File: src/rtl/bus_arb_pkg.sv
package bus_arb_pkg;

  typedef enum logic [1:0] {
    PARK_NONE  = 2'd0,
    PARK_LAST  = 2'd1,
    PARK_FIXED = 2'd2,
    PARK_RSVD  = 2'd3
  } park_mode_e;

endpackage

File: src/rtl/bus_arb_pick.sv
// Highest-priority pick with round-robin tie break after a pointer.
module bus_arb_pick #(
  parameter int N  = 12,
  parameter int PW = 2,
  localparam int IW = (N > 1) ? $clog2(N) : 1
) (
  input  logic            clk,
  input  logic            rst,
  input  logic [N-1:0]    cand_i,
  input  logic [N*PW-1:0] prio_i,
  input  logic [IW-1:0]   ptr_i,
  output logic            pick_valid_o,
  output logic [IW-1:0]   pick_idx_o
);

  logic [PW-1:0] prio_a [N];
  logic [PW-1:0] top_prio;
  logic [N-1:0]  elig;

  for (genvar g = 0; g < N; g++) begin : g_unpack
    assign prio_a[g] = prio_i[g*PW +: PW];
  end

  always_comb begin
    top_prio = '0;
    for (int i = 0; i < N; i++) begin
      if (cand_i[i] && (prio_a[i] > top_prio)) top_prio = prio_a[i];
    end
  end

  for (genvar g = 0; g < N; g++) begin : g_elig
    assign elig[g] = cand_i[g] && (prio_a[g] == top_prio);
  end

  always_comb begin
    logic found;
    found      = 1'b0;
    pick_idx_o = '0;
    for (int off = 1; off <= N; off++) begin
      if (!found && elig[(int'(ptr_i) + off) % N]) begin
        found      = 1'b1;
        pick_idx_o = IW'((int'(ptr_i) + off) % N);
      end
    end
    pick_valid_o = found;
  end

  // The chosen master requests and no requester outranks it.
  p_pick_cand_r10: assert property (@(posedge clk) disable iff (rst)
    pick_valid_o |-> cand_i[pick_idx_o]);

  for (genvar g = 0; g < N; g++) begin : g_chk
    p_prio_win_r2: assert property (@(posedge clk) disable iff (rst)
      (pick_valid_o && cand_i[g]) |-> (prio_a[pick_idx_o] >= prio_a[g]));
  end

endmodule

File: src/rtl/bus_arb_slot.sv
// Grant-length budget: counts owned cycles and flags when the limit is due.
module bus_arb_slot #(
  parameter int SW = 9
) (
  input  logic          clk,
  input  logic          rst,
  input  logic          restart_i,
  input  logic          run_i,
  input  logic [SW-1:0] limit_i,
  output logic          expired_o
);

  localparam logic [SW-1:0] CNT_MAX = '1;

  logic [SW-1:0] cnt_q;

  always_ff @(posedge clk) begin
    if (rst) begin
      cnt_q <= '0;
    end else if (restart_i) begin
      cnt_q <= '0;
    end else if (run_i && (cnt_q != CNT_MAX)) begin
      cnt_q <= cnt_q + 1'b1;
    end
  end

  assign expired_o = (limit_i != '0) &&
                     (({1'b0, cnt_q} + 1'b1) >= {1'b0, limit_i});

  // A fresh grant with a budget above one cycle is never due at once.
  p_fresh_budget_r5: assert property (@(posedge clk) disable iff (rst)
    (restart_i && (limit_i > 1)) |=> (!expired_o || !$stable(limit_i)));

  // A zero limit never signals expiry.
  p_no_limit_r6: assert property (@(posedge clk) disable iff (rst)
    (limit_i == '0) |-> !expired_o);

endmodule

File: src/rtl/bus_arb_park.sv
// Idle parking target selection.
module bus_arb_park
  import bus_arb_pkg::*;
#(
  parameter int N = 12,
  localparam int IW = (N > 1) ? $clog2(N) : 1,
  parameter logic [N-1:0] VALID = '1
) (
  input  logic [1:0]    mode_i,
  input  logic [IW-1:0] fixed_i,
  input  logic [IW-1:0] last_idx_i,
  input  logic          last_valid_i,
  output logic          park_valid_o,
  output logic [IW-1:0] park_idx_o
);

  localparam int SPAN = 2 ** IW;
  localparam logic [SPAN-1:0] VALID_W = SPAN'(VALID);

  park_mode_e mode;
  assign mode = park_mode_e'(mode_i);

  always_comb begin
    park_valid_o = 1'b0;
    park_idx_o   = '0;
    unique case (mode)
      PARK_LAST: begin
        park_valid_o = last_valid_i;
        park_idx_o   = last_valid_i ? last_idx_i : '0;
      end
      PARK_FIXED: begin
        park_valid_o = VALID_W[fixed_i];
        park_idx_o   = VALID_W[fixed_i] ? fixed_i : '0;
      end
      default: begin
        park_valid_o = 1'b0;
        park_idx_o   = '0;
      end
    endcase
  end

endmodule

File: src/rtl/bus_slave_arbiter.sv
// Shared-slave arbiter: priority + round robin, slot budget, idle parking.
module bus_slave_arbiter
  import bus_arb_pkg::*;
#(
  parameter int N_MASTERS = 12,
  parameter int PRIO_W    = 2,
  parameter int SLOT_W    = 9,
  localparam int IDX_W    = (N_MASTERS > 1) ? $clog2(N_MASTERS) : 1,
  parameter logic [N_MASTERS-1:0] HOLE_MASK = N_MASTERS'(12'h080)
) (
  input  logic                        clk,
  input  logic                        rst,
  input  logic [N_MASTERS-1:0]        req_i,
  input  logic [N_MASTERS*PRIO_W-1:0] prio_i,
  input  logic [SLOT_W-1:0]           slot_limit_i,
  input  logic [1:0]                  park_mode_i,
  input  logic [IDX_W-1:0]            park_fixed_i,
  input  logic                        beat_i,
  input  logic                        last_i,
  output logic [N_MASTERS-1:0]        grant_o,
  output logic [IDX_W-1:0]            grant_idx_o
);

  localparam logic [N_MASTERS-1:0] VALID = ~HOLE_MASK;
  localparam int SPAN = 2 ** IDX_W;
  localparam logic [IDX_W-1:0] PTR_INIT = IDX_W'(N_MASTERS - 1);

  logic [N_MASTERS-1:0] grant_q, grant_d;
  logic [IDX_W-1:0]     owner_q, owner_d;
  logic                 active_q, active_d;
  logic [IDX_W-1:0]     ptr_q;
  logic                 ptr_valid_q;

  logic [N_MASTERS-1:0] cand;
  logic [SPAN-1:0]      req_w;
  logic                 owner_req;
  logic                 slot_exp;
  logic                 arb_pt;
  logic                 pick_valid, park_valid;
  logic [IDX_W-1:0]     pick_idx, park_idx;
  logic                 sel_valid;
  logic [IDX_W-1:0]     sel_idx;

  assign cand      = req_i & VALID;
  assign req_w     = SPAN'(req_i);
  assign owner_req = req_w[owner_q];
  assign arb_pt    = !active_q || !owner_req || (beat_i && (last_i || slot_exp));

  bus_arb_pick #(.N(N_MASTERS), .PW(PRIO_W)) u_pick (
    .clk          (clk),
    .rst          (rst),
    .cand_i       (cand),
    .prio_i       (prio_i),
    .ptr_i        (ptr_q),
    .pick_valid_o (pick_valid),
    .pick_idx_o   (pick_idx)
  );

  bus_arb_slot #(.SW(SLOT_W)) u_slot (
    .clk       (clk),
    .rst       (rst),
    .restart_i (arb_pt && pick_valid),
    .run_i     (active_q),
    .limit_i   (slot_limit_i),
    .expired_o (slot_exp)
  );

  bus_arb_park #(.N(N_MASTERS), .VALID(VALID)) u_park (
    .mode_i       (park_mode_i),
    .fixed_i      (park_fixed_i),
    .last_idx_i   (ptr_q),
    .last_valid_i (ptr_valid_q),
    .park_valid_o (park_valid),
    .park_idx_o   (park_idx)
  );

  always_comb begin
    if (pick_valid) begin
      sel_valid = 1'b1;
      sel_idx   = pick_idx;
    end else begin
      sel_valid = park_valid;
      sel_idx   = park_idx;
    end
  end

  for (genvar g = 0; g < N_MASTERS; g++) begin : g_onehot
    assign grant_d[g] = sel_valid && (sel_idx == IDX_W'(g));
  end

  always_comb begin
    if (arb_pt) begin
      active_d = pick_valid;
      owner_d  = sel_valid ? sel_idx : '0;
    end else begin
      active_d = active_q;
      owner_d  = owner_q;
    end
  end

  always_ff @(posedge clk) begin
    if (rst) begin
      grant_q     <= '0;
      owner_q     <= '0;
      active_q    <= 1'b0;
      ptr_q       <= PTR_INIT;
      ptr_valid_q <= 1'b0;
    end else begin
      active_q <= active_d;
      owner_q  <= owner_d;
      if (arb_pt) grant_q <= grant_d;
      if (arb_pt && pick_valid) begin
        ptr_q       <= pick_idx;
        ptr_valid_q <= 1'b1;
      end
    end
  end

  assign grant_o     = grant_q;
  assign grant_idx_o = owner_q;

  p_grant_onehot_r12: assert property (@(posedge clk) disable iff (rst)
    $onehot0(grant_o));

  p_idx_match_r12: assert property (@(posedge clk) disable iff (rst)
    (grant_o != '0) |-> grant_o[grant_idx_o]);

  p_hole_empty_r10: assert property (@(posedge clk) disable iff (rst)
    (grant_o & HOLE_MASK) == '0);

  p_hold_no_beat_r4: assert property (@(posedge clk) disable iff (rst)
    (active_q && owner_req && !beat_i) |=> ($stable(grant_o) && $stable(grant_idx_o)));

  p_unlimited_hold_r6: assert property (@(posedge clk) disable iff (rst)
    (active_q && owner_req && !last_i && (slot_limit_i == '0)) |=> $stable(grant_o));

  p_idle_none_r7: assert property (@(posedge clk) disable iff (rst)
    (arb_pt && (cand == '0) && ((park_mode_i == PARK_NONE) || (park_mode_i == PARK_RSVD)))
    |=> (grant_o == '0));

endmodule

File: config.mk
export PLATFORM = sky130hd
export DESIGN_NAME = bus_slave_arbiter
export DESIGN_NICKNAME = d
export VERILOG_FILES = /design/src/rtl/bus_arb_pkg.sv /design/src/rtl/bus_arb_pick.sv /design/src/rtl/bus_arb_slot.sv /design/src/rtl/bus_arb_park.sv /design/src/rtl/bus_slave_arbiter.sv
export SDC_FILE = /design/constraint.sdc
export NUM_CORES = 1
export LEC_CHECK = 0
export BUFFER_PORTS_ARGS = -buffer_cell sky130_fd_sc_hd__buf_2
export CAP_MARGIN = 20
export CORE_ASPECT_RATIO = 1.5
export CORE_UTILIZATION = 55
export DETAILED_ROUTE_END_ITERATION = 8
export PLACE_DENSITY = 0.79
export SLEW_MARGIN = 20
export SYNTH_ARGS = -nofsm -noshare
export SYNTH_HDL_FRONTEND = slang
export SYNTH_SLANG_ARGS = --single-unit
File: constraint.sdc
create_clock -name clk -period 18.1 [get_ports clk]
set_input_delay 3.62 -clock clk [delete_from_list [all_inputs] [get_ports clk]]
set_output_delay 3.62 -clock clk [all_outputs]
set_load 0.02 [all_outputs]
Word level (Yosys, flattened, before mapping)
Memories as Yosys holds them, arrays and structs flattened.
Index checks and enable logic that the tools add are counted.
{"block": "word_totals", "n_memories": 1, "reg_bits": 31, "input_bits": 55, "mem_bits_ro": 16, "latch_bits": 0, "out_inout_bits": 16, "word_cells": 233, "ramBits": 0}
{"block": "classes", "multipliers": 0, "n_eq_ne": 25, "n_reduce_logical": 68, "div": 12, "n_shift": 0, "bitwise_logic": 0, "addsub": 14, "muxes": 81, "magnitude_cmp": 26}
{"memory": "(name not given)", "depth": 16, "width": 1, "rd": 1, "rd_clocked_by_memory_dff": 0, "wr": 0, "line_no": "bus_arb_park.sv:33", "source": "park_idx_o = VALID_W[fixed_i] ? fixed_i : '0;"}
{"op": "32-bit by 6-bit < comparator with 1-bit output, second input constant", "count": 12}
{"op": "32-bit by 5-bit remainder unit with 32-bit output, second input constant", "count": 12}
{"op": "4-bit two-way mux", "count": 16}
{"op": "1-bit binary-select mux with 4-bit select", "count": 13}
{"op": "1-bit logical AND", "count": 49}
{"op": "1-bit two-way mux", "count": 39}
{"op": "4-bit by 4-bit adder with 5-bit output, second input constant", "count": 5}
{"op": "2-bit equality test", "count": 11}
{"op": "2-bit two-way mux", "count": 11}
{"op": "4-bit by 3-bit adder with 5-bit output, second input constant", "count": 4}
{"op": "2-bit > comparator", "count": 10}
{"op": "4-bit by 3-bit equality test with 1-bit output, second input constant", "count": 4}
{"op": "4-bit equality test, second input constant", "count": 4}
{"op": "1-bit zero test", "count": 13}
{"op": "4-bit by 2-bit adder with 5-bit output, second input constant", "count": 2}
{"op": "9-bit by 1-bit adder with 10-bit output, second input constant", "count": 1}
{"op": "10-bit by 9-bit >= comparator with 1-bit output", "count": 1}
{"op": "4-bit by 5-bit < comparator with 1-bit output, second input constant", "count": 2}
{"op": "9-bit by 1-bit adder with 9-bit output, second input constant", "count": 1}
{"op": "9-bit inequality test, second input constant", "count": 1}
{"op": "9-bit nonzero test", "count": 1}
{"op": "4-bit by 2-bit equality test with 1-bit output, second input constant", "count": 2}
{"op": "4-bit case mux with 2 select lines", "count": 1}
{"op": "4-bit by 1-bit adder with 5-bit output, second input constant", "count": 1}
{"op": "other kinds (8)", "count": 10}

Longest topological paths before layout
{"block": "depth", "depth_word": 75, "mapped_depth": 74, "mapped_depth_nobuf": 72}

Modules after synthesis
Synthesis repeated with hierarchy kept, for this count alone.
{"block": "unflattened", "cells_unflattened": 856, "area_unflattened_um2": 6180.9}
{"module": "bus_arb_pick", "cells_each": 584, "instances": 1, "seq_area_each_um2": 0.0, "area_per_inst_um2": 3921.3}
{"module": "bus_slave_arbiter", "cells_each": 162, "instances": 1, "seq_area_each_um2": 440.4, "area_per_inst_um2": 1417.6}
{"module": "bus_arb_slot", "cells_each": 89, "instances": 1, "seq_area_each_um2": 180.2, "area_per_inst_um2": 711.9}
{"module": "bus_arb_park", "cells_each": 21, "instances": 1, "seq_area_each_um2": 0.0, "area_per_inst_um2": 130.1}

Least setup slack after synthesis
OpenSTA, ideal clock, no wires.
{"block": "synth_path", "path_kind": "in2reg", "start": "input port prio_i[1]", "end": "register grant_q[4], in the netlist grant_o[4]", "setup_ps": 117, "arrival_ps": 17175, "t_required_ps": 17983, "stages": 72, "path_slack_ps": 809, "n_path_buf": 2, "cell_sequence": "and2_1 -> inv_2 -> ha_1 -> nor2b_4 -> o211ai_1 -> o21ai_0 -> ha_1 -> nor4bb_1 -> a311oi_1 -> mux2i_1 -> o211a_1 -> ha_1 -> nor2_1 -> o211ai_1 -> a211oi_1 -> nor2_1 -> a21o_1 -> ha_1 -> [... 36 more ...] -> ha_1 -> nor2b_1 -> o211ai_2 -> mux2i_4 -> buf_6 -> xnor2_1 -> nor3_1 -> mux4_2 -> mux2_2 -> a22o_4 -> or2_1 -> buf_6 -> or4_4 -> a211oi_2 -> a2111oi_2 -> o31ai_4 -> nor3_1 -> a22o_1"}
{"block": "synth_between", "elab_chain_cells": 75, "word_cells_on_any_way": 141, "classes_between": "order compare: 11; eq/ne: 12; mux: 73; reduce/logical: 45"}
{"item": "start, declared", "line_no": "bus_slave_arbiter.sv:14", "source": "input logic [N_MASTERS*PRIO_W-1:0] prio_i,"}
{"item": "2-bit by 1-bit > comparator with 1-bit output", "line_no": "bus_arb_pick.sv:27", "source": "if (cand_i[i] && (prio_a[i] > top_prio)) top_prio = prio_a[i];"}
{"item": "1-bit logical AND", "line_no": "bus_arb_pick.sv:27"}
{"item": "2-bit two-way mux", "line_no": "bus_arb_pick.sv:27"}
{"item": "2-bit > comparator", "line_no": "bus_arb_pick.sv:27"}
{"item": "1-bit logical AND", "line_no": "bus_arb_pick.sv:27"}
{"item": "2-bit two-way mux", "line_no": "bus_arb_pick.sv:27"}
{"item": "2-bit > comparator", "line_no": "bus_arb_pick.sv:27"}
{"item": "1-bit logical AND", "line_no": "bus_arb_pick.sv:27"}
{"item": "[... 59 more ...]"}
{"item": "1-bit logical AND", "line_no": "bus_arb_pick.sv:40", "source": "if (!found && elig[(int'(ptr_i) + off) % N]) begin"}
{"item": "1-bit two-way mux", "line_no": "bus_arb_pick.sv:40"}
{"item": "1-bit zero test", "line_no": "bus_arb_pick.sv:40"}
{"item": "1-bit logical AND", "line_no": "bus_arb_pick.sv:40"}
{"item": "4-bit two-way mux or 1-bit two-way mux (tied branches)", "line_no": "bus_arb_pick.sv:40"}
{"item": "4-bit two-way mux", "line_no": "bus_slave_arbiter.sv:78", "source": "if (pick_valid) begin"}
{"item": "4-bit by 3-bit equality test with 1-bit output", "line_no": "bus_slave_arbiter.sv:88", "source": "assign grant_d[g] = sel_valid && (sel_idx == IDX_W'(g));"}
{"item": "1-bit logical AND (*)", "line_no": "bus_slave_arbiter.sv:88"}
{"item": "end signal, assigned", "line_no": "bus_slave_arbiter.sv:111", "source": "if (arb_pt) grant_q <= grant_d;"}
{"item": "end, declared", "line_no": "bus_slave_arbiter.sv:28", "source": "logic [N_MASTERS-1:0] grant_q, grant_d;"}
Every way passes the cells marked *; elsewhere a longest branch is shown, timed or not. The select of a mux whose other input is x is not followed.
A chain may end at the register's enable or synchronous reset.

Final worst setup path
{"block": "layout_path", "start": "input port prio_i[1]", "end": "register grant_q[0], in the netlist grant_o[0]"}
{"block": "layout_between", "elab_chain_cells": 75, "word_cells_on_any_way": 141, "classes_between": "order compare: 11; eq/ne: 11; mux: 73; reduce/logical: 46"}
{"item": "2-bit by 1-bit > comparator with 1-bit output", "line_no": "bus_arb_pick.sv:27"}
{"item": "1-bit logical AND", "line_no": "bus_arb_pick.sv:27"}
{"item": "2-bit two-way mux", "line_no": "bus_arb_pick.sv:27"}
{"item": "2-bit > comparator", "line_no": "bus_arb_pick.sv:27"}
{"item": "1-bit logical AND", "line_no": "bus_arb_pick.sv:27"}
{"item": "2-bit two-way mux", "line_no": "bus_arb_pick.sv:27"}
{"item": "2-bit > comparator", "line_no": "bus_arb_pick.sv:27"}
{"item": "1-bit logical AND", "line_no": "bus_arb_pick.sv:27"}
{"item": "[... 59 more ...]"}
{"item": "1-bit logical AND", "line_no": "bus_arb_pick.sv:40"}
{"item": "1-bit two-way mux", "line_no": "bus_arb_pick.sv:40"}
{"item": "1-bit zero test", "line_no": "bus_arb_pick.sv:40"}
{"item": "1-bit logical AND", "line_no": "bus_arb_pick.sv:40"}
{"item": "4-bit two-way mux or 1-bit two-way mux (tied branches)", "line_no": "bus_arb_pick.sv:40"}
{"item": "4-bit two-way mux", "line_no": "bus_slave_arbiter.sv:78"}
{"item": "4-bit zero test", "line_no": "bus_slave_arbiter.sv:88"}
{"item": "1-bit logical AND (*)", "line_no": "bus_slave_arbiter.sv:88"}
Marked as above.

==> results.toml <==
[cts]
holdBufCountCts = 0
cts.sinks = 31
path_clk_slew_ns = 0.05
cts_tree = "yes"
insertion_delay_ns = 0.28
cts_buffers = 5
cts-root-buf = "clkbuf_16"
cts-htree-levels = 2
clockBufferDepth = 2

[setup_path]
path_delay_family = "compound AO/OA/AOI/OAI gates"
worst_setup_path_start_kind = "primary input"
crit_path_start = "prio_i[1]"
path_depth = 74
crit_fanout = 6
worstPathRequired_ns = 18.27
r2r_start = "ptr_q[3]"
critical_path_class = "primary input to flip-flop"
regToRegEndpoint = "grant_o[0]"
path_buf_inv = 5
r2r_slack_ns = 12.68
cpMaxStageDelayCell = "or4_4"
worstPathArrival_ns = 17.81
crit_path_max_incr_delay_ns = 0.55
crit_path_end_kind = "flip-flop"
reg2reg_depth = 20
crit_top_cell = "ha_1"
crit_end = "grant_o[0]"

[floorplanning]
core_area_mm2 = 0.0115
die_x_um = 90.8
die_area_mm2 = 0.0123
die_height_um = 135
ios = 71
initial_core_util_pct = 56.4
row_count = 48

[synth]
synth_cells = 904
syn-cell-area_mm2 = 0.00651
ys_top_cells_by_area = "ha_1, dfxtp_1, nand2_1, xnor2_1, nor2_1"
synth_flop_cell = "dfxtp_1"
synth_seq_cells = 31
syn_area_per_cell_um2 = 7.20
ys_warn_count = 0
yosys.area.top_type_share_pct = 10.4
async_flop_share_pct = 0
synth_top_cell_by_area = "ha_1"
synth_nets = 1013
ys_seq_area_share_pct = 9.54
synth_edf_count = 0
ys_types = 94

[placed_design]
placedCellCount = 1188
gp_routability_congestion = 1.01
hpwl_mm = 16.9
io_buffers = 68

[global_routing]
antenna_found_initial = 0
grtUsageMet3_pct = 4.04
grt_overflow = 0
gr-usage-met1_pct = 33.7
top_usage_layer = "met2"
grt.met2_usage_pct = 64.5
grt_max_degree = 39
grt_pass1_wl_mm = 33.7
grt_pass1_vias = 7252
grt_usage_pct = 33.7

[timing]
period_minus_slack_ns = 17.64
maxSlewViolCount = 0
hold_viol = 0
period_share_pct = 97.5
relSlewSlack_pct = 36.9
setup_viol = 0
tightest_slew_ns = 0.934
worst_clock_skew_ns = 0.00570
max_freq_mhz = 56.7

[finish]
drive_above_1_share_pct = 25.0
final_common_cell = "buf_4"
final_cells = 1214
nets = 1172
num-fill-cells = 982
layout_common_cells = "buf_4, nand2_1, buf_2"
areaGrowthSynthToFinish_pct = 25.6
diodes = 0
multi_input_area_mm2 = 0.00562
seq_area_um2 = 621

[drt]
first_pass_iters = 5
finalWirelength_mm = 21.9
drt_iter0_drc = 523
via_per_inst = 6.50
wl_per_cell_um = 18.1
drc = 0
via_count = 7886
ant_nets = 0

[worst_hold_path]
hold_path.class = "flip-flop to flip-flop"

[flow_run]
max_cap_viol_count = 0

[outcome]
status = "finished, final reports clean"
[worst min path at each step]
stage,from,endpoint,depth (start not counted)
floorplan,ptr_valid_q,ptr_valid_q,2
global placement,grant_o[5],grant_o[5],2
global route,grant_o[9],grant_o[9],2
detailed placement,grant_o[9],grant_o[9],2
CTS,grant_o[9],grant_o[9],2
finish,grant_o[9],grant_o[9],2
[timing repair]
action	CTS	global route
pin swaps	0	29
resized for setup	2	37
setup endpoints to repair	4	31
setup buffers	0	16
cloned	0	2
[sequential cells by signal (all words and copies together), names as in the netlist]
register      count
grant_o          12
u_slot.cnt_q      9
ptr_q             4
ptr_valid_q       1
grant_idx_o       4
active_q          1
[worst register-to-register path, stage by stage, from the launching register on]
cell and delay (ns):
dfxtp_1 0.66, clkinv_1 0.46, ha_1 0.48, nor2b_1 0.21, or2_2 0.29, ha_1 0.28
nand3b_1 0.15, a21oi_1 0.25, nor2b_1 0.07, a21oi_1 0.26, nand2_1 0.08, a21oi_1 0.18
a41oi_1 0.10, o31a_1 0.22, or4_4 0.47, a211oi_4 0.37, nor3_4 0.10, o31ai_4 0.30
buf_4 0.18, or2_1 0.12, o21ai_1 0.06
[routing by layer]
| metal | wire length, um | vias to the layer above |
|---|---|---|
| li1 | - | 3745 |
| met1 | 8010 | 3640 |
| met2 | 11100 | 367 |
| met3 | 1120 | 134 |
| met4 | 1720 | 0 |
| met5 | 0 | - |
[synth_stat cells (all sizes together), types with 15 or more instances]
master and instances:
nor2 69, o211ai 23, nor3 16, a21o 15
a21oi 46, o31ai 15, nor2b 16, mux2i 17
nand2b 15, dfxtp 31, inv 58, nand2 92
ha 54, and2 19, clkbuf 33, xnor2 36
o21ai 44, a211oi 20, nand3 32, xor2 19
[cell type report]
cell class / count / share of cell area (%)
repair buffers: 195 / 16.5
multi-input cells: 771 / 68.8
flip-flops and latches: 31 / 7.59
inverters: 59 / 2.74
clock inverters: 2 / 0.429
well taps: 150 / 2.30
clock buffers: 6 / 1.70
[cell families (layout without fill, tap and decap cells)]
kind of cell	Yosys count	count (layout)	share of synthesized area (%)
adders and majority gates	54	54	10.4
and+or+nand+nor	335	335	26.3
buffers and inverters	102	262	6.44
AOI/OAI and AO/OA	301	301	34.7
xor gates and xnor gates	55	55	7.40
DFF	31	31	9.54
muxes	26	26	5.23
[stage by stage]
stage               util (%)  setup slack (ns)  hold WS (ns)  cell area (um2)  TNS (ns)
CTS                     68.1            0.0165         0.446             7860         0
global placement        66.5            0.0340         0.433             7670         0
floorplan                  -             0.809         0.454             6510         0
global route            70.9            -0.216         0.466             8170     -2.38
detailed placement      66.5            -0.280         0.438             7670     -3.49
finish                  70.9             0.457         0.444             8170         0
Power is not shown: default switching activity piles up to over one toggle a cycle in this logic, so the estimate is an artifact.
